## src/rtl/zt_sram_pkg.sv

```systemverilog
`timescale 1ns/1ps
package zt_sram_pkg;
    localparam int BURST_W = 2;

    typedef enum logic [1:0] {
        ST_IDLE = 2'd0,
        ST_RD   = 2'd1,
        ST_WR   = 2'd2
    } zt_burst_e;
endpackage

```

## src/rtl/zt_cmd_fsm.sv

```systemverilog
`timescale 1ns/1ps
module zt_cmd_fsm
    import zt_sram_pkg::*;
#(
    parameter int AW    = 6,
    parameter int LANES = 4
) (
    input  logic              clk,
    input  logic              rst_n,
    input  logic              en,
    input  logic              adv_ld,
    input  logic              we_n,
    input  logic              sel,
    input  logic [AW-1:0]     addr,
    input  logic [LANES-1:0]  bw_n,
    output zt_burst_e         state,
    output logic [BURST_W-1:0] burst_cnt,
    output logic              iss_v,
    output logic              iss_wr,
    output logic [AW-1:0]     iss_addr,
    output logic [LANES-1:0]  iss_bw_n
);
    localparam int HI_W = AW - BURST_W;

    zt_burst_e          state_d;
    logic [HI_W-1:0]    hi_q, hi_d;
    logic [BURST_W-1:0] cnt_d;

    // next-state logic: load-read, load-write, deselect, advance
    always_comb begin
        state_d = state;
        hi_d    = hi_q;
        cnt_d   = burst_cnt;
        if (!adv_ld) begin
            if (sel) begin
                state_d = we_n ? ST_RD : ST_WR;
                hi_d    = addr[AW-1:BURST_W];
                cnt_d   = addr[BURST_W-1:0];
            end else begin
                state_d = ST_IDLE;
            end
        end else begin
            unique case (state)
                ST_IDLE:      cnt_d = burst_cnt;
                ST_RD, ST_WR: cnt_d = burst_cnt + BURST_W'(1);
                default:      cnt_d = burst_cnt;
            endcase
        end
    end

    // command issued on this edge
    always_comb begin
        iss_v    = 1'b0;
        iss_wr   = 1'b0;
        iss_addr = addr;
        iss_bw_n = bw_n;
        if (!adv_ld) begin
            if (sel) begin
                iss_v  = 1'b1;
                iss_wr = !we_n;
            end
        end else begin
            unique case (state)
                ST_IDLE: iss_v = 1'b0;
                ST_RD: begin
                    iss_v    = 1'b1;
                    iss_addr = {hi_q, cnt_d};
                end
                ST_WR: begin
                    iss_v    = 1'b1;
                    iss_wr   = 1'b1;
                    iss_addr = {hi_q, cnt_d};
                end
                default: iss_v = 1'b0;
            endcase
        end
    end

    // state register
    always_ff @(posedge clk or negedge rst_n) begin
        if (!rst_n) begin
            state     <= ST_IDLE;
            hi_q      <= '0;
            burst_cnt <= '0;
        end else if (en) begin
            state     <= state_d;
            hi_q      <= hi_d;
            burst_cnt <= cnt_d;
        end
    end
endmodule

```

## src/rtl/zt_pipe.sv

```systemverilog
`timescale 1ns/1ps
module zt_pipe #(
    parameter int AW    = 6,
    parameter int LANES = 4
) (
    input  logic             clk,
    input  logic             rst_n,
    input  logic             en,
    input  logic             iss_v,
    input  logic             iss_wr,
    input  logic [AW-1:0]    iss_addr,
    input  logic [LANES-1:0] iss_bw_n,
    output logic [AW-1:0]    s1_addr,
    output logic             s2_v,
    output logic             s2_wr,
    output logic [AW-1:0]    s2_addr,
    output logic [LANES-1:0] s2_bw_n
);
    logic             s1_v, s1_wr;
    logic [LANES-1:0] s1_bw_n;

    always_ff @(posedge clk or negedge rst_n) begin
        if (!rst_n) begin
            s1_v    <= 1'b0;
            s1_wr   <= 1'b0;
            s1_addr <= '0;
            s1_bw_n <= '1;
            s2_v    <= 1'b0;
            s2_wr   <= 1'b0;
            s2_addr <= '0;
            s2_bw_n <= '1;
        end else if (en) begin
            s1_v    <= iss_v;
            s1_wr   <= iss_wr;
            s1_addr <= iss_addr;
            s1_bw_n <= iss_bw_n;
            s2_v    <= s1_v;
            s2_wr   <= s1_wr;
            s2_addr <= s1_addr;
            s2_bw_n <= s1_bw_n;
        end
    end
endmodule

```

## src/rtl/zt_store.sv

```systemverilog
`timescale 1ns/1ps
module zt_store #(
    parameter int AW     = 6,
    parameter int LANES  = 4,
    parameter int LANE_W = 9
) (
    input  logic             clk,
    input  logic             rst_n,
    input  logic             en,
    input  logic [AW-1:0]    s1_addr,
    input  logic             s2_v,
    input  logic             s2_wr,
    input  logic [AW-1:0]    s2_addr,
    input  logic [LANES-1:0] s2_bw_n,
    input  logic [LANES*LANE_W-1:0] din,
    output logic [LANES*LANE_W-1:0] rd_buf
);
    localparam int DW    = LANES * LANE_W;
    localparam int DEPTH = 1 << AW;

    logic [DW-1:0]    mem [DEPTH];
    logic [DW-1:0]    rd_word, merged;
    logic             wr_go, fwd_en;
    logic [LANES-1:0] hit;

    assign wr_go   = en && s2_v && s2_wr;
    assign fwd_en  = s2_v && s2_wr && (s2_addr == s1_addr);
    assign rd_word = mem[s1_addr];

    for (genvar i = 0; i < LANES; i++) begin : g_lane
        localparam int LO = i * LANE_W;
        assign hit[i] = fwd_en && !s2_bw_n[i];
        assign merged[LO +: LANE_W] = hit[i] ? din[LO +: LANE_W] : rd_word[LO +: LANE_W];
    end

    always_ff @(posedge clk) begin
        if (wr_go) begin
            for (int i = 0; i < LANES; i++) begin
                if (!s2_bw_n[i]) mem[s2_addr][i*LANE_W +: LANE_W] <= din[i*LANE_W +: LANE_W];
            end
        end
    end

    always_ff @(posedge clk or negedge rst_n) begin
        if (!rst_n)  rd_buf <= '0;
        else if (en) rd_buf <= merged;
    end
endmodule

```

## src/rtl/zt_out.sv

```systemverilog
`timescale 1ns/1ps
module zt_out #(
    parameter int DW = 36
) (
    input  logic          clk,
    input  logic          rst_n,
    input  logic          en,
    input  logic          s2_v,
    input  logic          s2_wr,
    input  logic [DW-1:0] rd_buf,
    output logic [DW-1:0] dout,
    output logic          dout_oe
);
    always_ff @(posedge clk or negedge rst_n) begin
        if (!rst_n) begin
            dout    <= '0;
            dout_oe <= 1'b0;
        end else if (en) begin
            dout_oe <= s2_v && !s2_wr;
            if (s2_v && !s2_wr) dout <= rd_buf;
        end
    end
endmodule

```

## src/rtl/zt_sram.sv

```systemverilog
`timescale 1ns/1ps
module zt_sram
    import zt_sram_pkg::*;
#(
    parameter int AW     = 6,
    parameter int LANES  = 4,
    parameter int LANE_W = 9
) (
    input  logic                    clk,
    input  logic                    rst_n,
    input  logic                    cen_n,
    input  logic                    adv_ld,
    input  logic                    we_n,
    input  logic                    ce_a_n,
    input  logic                    ce_b,
    input  logic                    ce_c_n,
    input  logic [AW-1:0]           addr,
    input  logic [LANES-1:0]        bw_n,
    input  logic [LANES*LANE_W-1:0] din,
    output logic [LANES*LANE_W-1:0] dout,
    output logic                    dout_oe
);
    localparam int DW = LANES * LANE_W;

    logic               en, sel;
    zt_burst_e          state;
    logic [BURST_W-1:0] burst_cnt;
    logic               iss_v, iss_wr;
    logic [AW-1:0]      iss_addr, s1_addr, s2_addr;
    logic [LANES-1:0]   iss_bw_n, s2_bw_n;
    logic               s2_v, s2_wr;
    logic [DW-1:0]      rd_buf;

    assign en  = !cen_n;
    assign sel = !ce_a_n && ce_b && !ce_c_n;

    zt_cmd_fsm #(.AW(AW), .LANES(LANES)) i_fsm (
        .clk(clk), .rst_n(rst_n), .en(en), .adv_ld(adv_ld), .we_n(we_n), .sel(sel),
        .addr(addr), .bw_n(bw_n), .state(state), .burst_cnt(burst_cnt),
        .iss_v(iss_v), .iss_wr(iss_wr), .iss_addr(iss_addr), .iss_bw_n(iss_bw_n)
    );

    zt_pipe #(.AW(AW), .LANES(LANES)) i_pipe (
        .clk(clk), .rst_n(rst_n), .en(en), .iss_v(iss_v), .iss_wr(iss_wr),
        .iss_addr(iss_addr), .iss_bw_n(iss_bw_n), .s1_addr(s1_addr),
        .s2_v(s2_v), .s2_wr(s2_wr), .s2_addr(s2_addr), .s2_bw_n(s2_bw_n)
    );

    zt_store #(.AW(AW), .LANES(LANES), .LANE_W(LANE_W)) i_store (
        .clk(clk), .rst_n(rst_n), .en(en), .s1_addr(s1_addr), .s2_v(s2_v),
        .s2_wr(s2_wr), .s2_addr(s2_addr), .s2_bw_n(s2_bw_n), .din(din), .rd_buf(rd_buf)
    );

    zt_out #(.DW(DW)) i_out (
        .clk(clk), .rst_n(rst_n), .en(en), .s2_v(s2_v), .s2_wr(s2_wr),
        .rd_buf(rd_buf), .dout(dout), .dout_oe(dout_oe)
    );
endmodule

```

## config.mk

```make
export PLATFORM = sky130hd
export DESIGN_NAME = zt_sram
export DESIGN_NICKNAME = d
export VERILOG_FILES = /design/src/rtl/zt_sram_pkg.sv /design/src/rtl/zt_cmd_fsm.sv /design/src/rtl/zt_pipe.sv /design/src/rtl/zt_store.sv /design/src/rtl/zt_out.sv /design/src/rtl/zt_sram.sv
export SDC_FILE = /design/constraint.sdc
export NUM_CORES = 2
export LEC_CHECK = 0
export BUFFER_PORTS_ARGS = -buffer_cell sky130_fd_sc_hd__clkbuf_2
export CORE_MARGIN = 1.5
export CORE_UTILIZATION = 50
export DETAILED_ROUTE_END_ITERATION = 10
export MAX_ROUTING_LAYER = met4
export PLACE_DENSITY_LB_ADDON = 0.05
export SYNTH_ARGS = -nofsm -noshare
export SYNTH_HDL_FRONTEND = slang
export SYNTH_SLANG_ARGS = --single-unit
```

## constraint.sdc

```tcl
create_clock -name clk -period 2.3 [get_ports clk]
set_input_delay 0.115 -clock clk [delete_from_list [all_inputs] [get_ports clk]]
set_output_delay 0.115 -clock clk [all_outputs]
set_load 0.005 [all_outputs]
```

# Yosys cells after proc, flatten, opt, wreduce, memory -nomap -nowiden
# Memory sizes are Yosys's and may differ from the RTL's. A register that Yosys moved wholly into a read port is not among the register bits.
# Index checks and enable logic that the tools add are counted.
# op_classes
addsub	1
eq_ne	2
mux	25
bitwise	2
n_reduce_logical	16
# op_table
cell	n
2-to-1 mux 1 bit	18
2-to-1 mux 6 bit	2
2-to-1 mux 2 bit	5
zero test 1 bit	7
logical AND 1 bit	5
AND reduction 2 bit	2
AND reduction 3 bit	1
adder 2 x 1 -> 2 bit, second input constant	1
equality test 2 x 1 -> 1 bit, second input constant	1
equality test 2 bit, second input constant	1
inverter 1 bit	2
OR reduction 2 bit	1
# totals
ff_bits	69
ram_bits	2304
input_bits	54
out_inout_bits	37
wordCells	60
memories	1
# mem_list
memory	words	word_bits	read_ports	rd_ports_with_merged_regs	wr	line	source
i_store.mem	64	36	1	1	1	zt_store.sv:21	logic [DW-1:0] mem [DEPTH];

# Longest topological paths before layout
# logic_depth
ltp_word	7
depth_mapped	11
depth_no_buf	8

# Cells and area by module
# A second synthesis with hierarchy kept.
# unflattened
hier_cells	4362
area_unflattened_um2	93071.8
# by_module_without_submodules
mod	instances	cells_each	area_each_um2	seq_area_each_um2
zt_store	1	4171	89956.3	70087.2
zt_out	1	80	1527.7	925.9
zt_pipe	1	51	1007.2	610.6
zt_cmd_fsm	1	58	564.3	200.2
zt_sram	1	2	16.3	0.0

# Worst setup path after synthesis
# Ideal clock, no wire load.
# synth_path
path_kind	flip-flop to flip-flop
start	register i_pipe.s1_addr[0]
end	register i_store.rd_buf[10], read port of i_store.mem
setup_ns	0.143
arrival_ns	2.309
required_ns	2.157
path_slack_ns	-0.152
stages_incl_launch_ff	10
path_buffers	4
period_less_slack_ns	2.452
path_cell_list	dfrtp_1 > buf_6 > buf_6 > buf_2 > buf_2 > mux4_2 > a22oi_1 > a21oi_1 > nor4_1 > o21ai_1
# synth_lines
item	line	source
start, declared	zt_pipe.sv:13	output logic [AW-1:0] s1_addr,
start signal, assigned	zt_pipe.sv:35	s1_addr <= iss_addr;
end, declared	zt_store.sv:16	output logic [LANES*LANE_W-1:0] rd_buf

==> qor.txt <==
================================================================================
Number of iterations in the first detailed-routing pass                        7
Count of pins on the block boundary                                           91
Post-synthesis sequential area ratio                                       77.5%
Post-layout min period                                                   2.79 ns
Maximum net fanout on the critical path                                        7
Slowest cell on the critical path                                   sky130_fd_sc_hd__mux4_2
Hold Fails Final Rpt                                                           0
Max-slew violation count                                                       0
Share of power burned in registers                                         49.9%
Count of endpoints failing setup in the final report                          36
Crit path top cell by count                                         sky130_fd_sc_hd__buf_12
WP data required                                                         3.04 ns
Most common cell after layout, fill and taps aside                  sky130_fd_sc_hd__edfxtp_1
Capturing element type of the critical path                            flip-flop
# DRC                                                                          0
Final Skew                                                             0.0547 ns
Capture point of the worst path                                     i_store.rd_buf[25]
Total number of placement rows                                               157
Worst setup path startpoint                                         i_pipe.s1_addr[0]
Multi-input gate area in the final layout                              20900 µm²
Die area                                                              188000 µm²
Yosys top cell by area                                              sky130_fd_sc_hd__edfxtp_1
Final Cycle Share                                                           121%
Port Buffer Count                                                             90
Setup repair after global routing missed its margin                          yes
Placed Area                                                           103000 µm²
DR WL/cell                                                               33.5 µm
CP startpoint kind                                                     flip-flop
Leakage power summed over all cells                                      37.2 nW
DR iter-0 viols                                                             5272
Total wire length                                                         269 mm
Primary flip-flop cell chosen by synthesis mapping                  sky130_fd_sc_hd__edfxtp_1
Syn. warnings                                                                  0
Slew HR                                                                    23.7%
Crit-path leading delay family                                      multiplexers
Remaining antenna violation count                                              0
Cell area after synthesis                                              92700 µm²
Comb power frac                                                            12.3%
Ratio of cells with drive above 1 in the final layout                      40.7%
Total number of vias                                                       49000
Clock insertion delay at the later pin of the skew report                0.89 ns
Width of the die                                                          433 µm
Stages on the worst setup path                                                10
Total track usage                                                          29.9%
Switching power summed over all nets                                     23.6 mW
First-pass GRT wire length                                                377 mm
Depth of the most critical reg-to-reg path                                    10
H-tree depth                                                                   4
Clock transition at the registers of the reported paths                  0.06 ns
Cell variety after synth                                                      57
Outcome                                                             finished with violations
Synth async-reset ratio                                                    4.36%
Vias in the first global route                                             49200
Max Root-Sink Buffers                                                          3
Final-stage net count                                                       5393
Adder and majority cell fraction of the synthesized area                 0.0135%
Cell at the root of the clock tree                                  sky130_fd_sc_hd__clkbuf_16
Remaining global-route overflow                                                0
Share of Yosys cell area claimed by the top area cell type                 74.7%
Endpoint of the most critical register-to-register path             i_store.rd_buf[25]
Number of antenna violations at the first check in global routing             16
Clock tree from TritonCTS                                                    yes
Total CTS buffers                                                            238
Startpoint of the lowest-slack register-to-register path            i_pipe.s1_addr[0]
TritonCTS sink count                                                        2409
Compound-gate portion of the synthesized area                              3.21%
Setup slack at placement                                               -0.838 ns
Dominant combinational cell family by area after synthesis          multiplexers
Maximum number of pins on one net before global-route repair                  86
Maxcap violations                                                              0
Maximum frequency from static timing analysis                            359 MHz
Flip-flop and latch count after synthesis                                   2409
Setup WS post-layout                                                   -0.485 ns
Layout filler cell count                                                   13000
IR drop worst, VDD                                                        718 µV
Simple-gate area share of the yosys netlist                                2.20%
Internal power consumption                                               75.5 mW
Synth Area in XOR/XNOR                                                   0.0662%
CP max stage delay                                                       0.52 ns
Top library cells by usage in the layout, fill and taps aside       2304 x sky130_fd_sc_hd__edfxtp_1, 640 x sky130_fd_sc_hd__buf_4, 584 x sky130_fd_sc_hd__mux4_2
Cell types occupying the most area after synthesis                  sky130_fd_sc_hd__edfxtp_1 75%, sky130_fd_sc_hd__mux4_2 14%, sky130_fd_sc_hd__dfrtp_1 2.6%, sky130_fd_sc_hd__a22oi_1 1.8%, sky130_fd_sc_hd__nor2_1 1.2%
Syn_area_per_cell                                                       21.5 µm²
Share of synthesized area spent on multiplexers                            15.6%
Vias/cell                                                                   6.10
Register-to-register path setup slack                                   -0.49 ns
Count of flip-flops with a built-in enable after synthesis                  2304
Storage cell area                                                      71800 µm²
Synth-to-layout area growth                                                23.4%
Buf+Inv Stages, Crit Path                                                      6
Final Wtd Congestion                                                       0.936
Startpoint-to-endpoint class of the critical path                   flip-flop to flip-flop
Die extent in y                                                           433 µm
Placeable core area                                                   184000 µm²
Critical hold path startpoint                                            din[19]
Type of the tightest min-delay check                                input pin to flip-flop
Syn nets                                                                    4365
Power per Cell Area                                                   867 nW/µm²
Initial cell density of the core                                           50.4%
Transition time at the pin with the least slew margin                    1.14 ns
Clock power share                                                          37.8%
Switching Fraction                                                         23.8%
Data arrival time at the worst-slack endpoint                            3.53 ns
Failing checks                                                      negative setup slack
CP Cell Sequence                                                    buf_12, buf_16, buf_12, buf_12, buf_12, mux4_2, mux4_2, mux2i_1, buf_4, o311ai_4
Instance count of the mapped netlist                                        4310
Post-Layout Inst Area                                                 114000 µm²
DPL Wire Length                                                           177 mm
================================================================================
[synthesized netlist by cell type, types with 3 or more instances]
cell and count:
sky130_fd_sc_hd__a2bb2oi_1 4, sky130_fd_sc_hd__nor2_1 287, sky130_fd_sc_hd__o22ai_1 19, sky130_fd_sc_hd__nand2_1 88, sky130_fd_sc_hd__mux2i_1 47, sky130_fd_sc_hd__nand3_1 4
sky130_fd_sc_hd__o21ai_0 14, sky130_fd_sc_hd__o31ai_1 3, sky130_fd_sc_hd__a211oi_1 12, sky130_fd_sc_hd__o21ai_1 19, sky130_fd_sc_hd__a221o_1 5, sky130_fd_sc_hd__mux4_2 584
sky130_fd_sc_hd__buf_6 11, sky130_fd_sc_hd__nor3b_1 7, sky130_fd_sc_hd__nor4_1 26, sky130_fd_sc_hd__xor2_1 6, sky130_fd_sc_hd__or2_2 7, sky130_fd_sc_hd__nor3_1 16
sky130_fd_sc_hd__buf_1 38, sky130_fd_sc_hd__nor2b_1 15, sky130_fd_sc_hd__dfrtp_1 97, sky130_fd_sc_hd__o41ai_1 5, sky130_fd_sc_hd__inv_1 3, sky130_fd_sc_hd__a2111oi_0 3
sky130_fd_sc_hd__mux2_2 74, sky130_fd_sc_hd__a21oi_1 119, sky130_fd_sc_hd__dfstp_2 8, sky130_fd_sc_hd__nand2b_1 8, sky130_fd_sc_hd__edfxtp_1 2304, sky130_fd_sc_hd__buf_2 60
sky130_fd_sc_hd__a22oi_1 226, sky130_fd_sc_hd__and3_1 3, sky130_fd_sc_hd__buf_4 32, sky130_fd_sc_hd__and3b_1 4, sky130_fd_sc_hd__clkbuf_1 124
[worst min-delay path by stage]
stage	end	depth (start not counted)
2_1_floorplan	i_fsm.burst_cnt[0]	0
3_3_place_gp	i_pipe.s1_addr[1]	1
3_5_place_dp	i_pipe.s1_addr[1]	1
4_1_cts	i_store.mem[18][19]	1
5_1_grt	i_store.mem[18][19]	1
6_report	i_store.mem[18][19]	1
[kinds of logic (layout without fill, tap and decap cells)]
family / after synthesis / after routing
flops: 2409 / 2409
mux: 706 / 706
simple gates: 475 / 475
compound gates: 444 / 444
buf+inv: 268 / 1504
xor+xnor: 7 / 7
fa+ha+maj: 1 / 1
other cells: 0 / 11
[per-layer routing]
| layer | routed length (µm) | vias to the layer above | share of wire (%) | track usage, % |
|---|---|---|---|---|
| met3 | 19700 | 408 | 7.3 | 5.25 |
| met1 | 109000 | 26400 | 40 | 40.3 |
| met2 | 132000 | 2022 | 49 | 47.0 |
| met4 | 8300 | 0 | 3.1 | 9.20 |
| met5 | 0 | - | 0 | - |
| li1 | - | 20200 | - | - |
[stage by stage]
stage               TNS [ns]  instances  total power, mW  hold WS, ns  utilization (%)
global placement      -17.99       7400             60.7        0.128             56.0
floorplan            -0.0138       4310             55.3       -0.181                -
finish                -13.72       8021             99.1       0.0772             62.2
CTS                   -13.71       7979             99.3       0.0102             61.6
detailed placement    -19.50       7400             60.8        0.125             56.0
global route          -15.56       8019              102       0.0775             62.2
[final cells by class]
type	instances	area share (%)
diodes	11	0.0241
clock buffers	319	5.61
clock inverters	129	0.961
inverters	3	0.00985
multi-input cells	1633	18.3
flip-flops and latches	2409	62.9
well taps	2464	2.70
repair buffers	1053	9.55
[state kept, by name (all words and copies together) (netlist names)]
signal           count
i_pipe.s1_v          1
i_pipe.s2_wr         1
i_out.dout_oe        1
i_pipe.s1_wr         1
i_store.mem       2304
i_fsm.burst_cnt      2
i_pipe.s2_bw_n       4
i_store.rd_buf      36
i_pipe.s1_addr       6
i_fsm.state          2
i_pipe.s1_bw_n       4
i_pipe.s2_addr       6
i_fsm.hi_q           4
i_pipe.s2_v          1
i_out.dout          36
[power groups by stage]
stage	Combinational, mW	Sequential, mW	Clock, mW
3_5_place_dp	10.4	50.4	0
5_1_grt	12.8	49.4	39.8
2_1_floorplan	5.44	49.8	0
4_1_cts	11.7	49.4	38.1
6_report	12.2	49.4	37.5
3_3_place_gp	10.4	50.4	0
[what timing repair did]
item                                    CTS  global route
endpoints found under the setup margin   36            97
hold buffers                             54             0
endpoints found under the hold margin   703             0
setup buffers                            65            32
resized for setup                       251           170
gates cloned                             18             3
pin swaps                                61            64
[worst reg2reg max path, delay by kind of cell, from the launching register on]
family	cells	cell delay (ns)
muxes	3	1.12
buffers and inverters	6	0.92
DFF	1	0.51
AOI/OAI and AO/OA	1	0.09
Power figures use the tool's default switching activity.
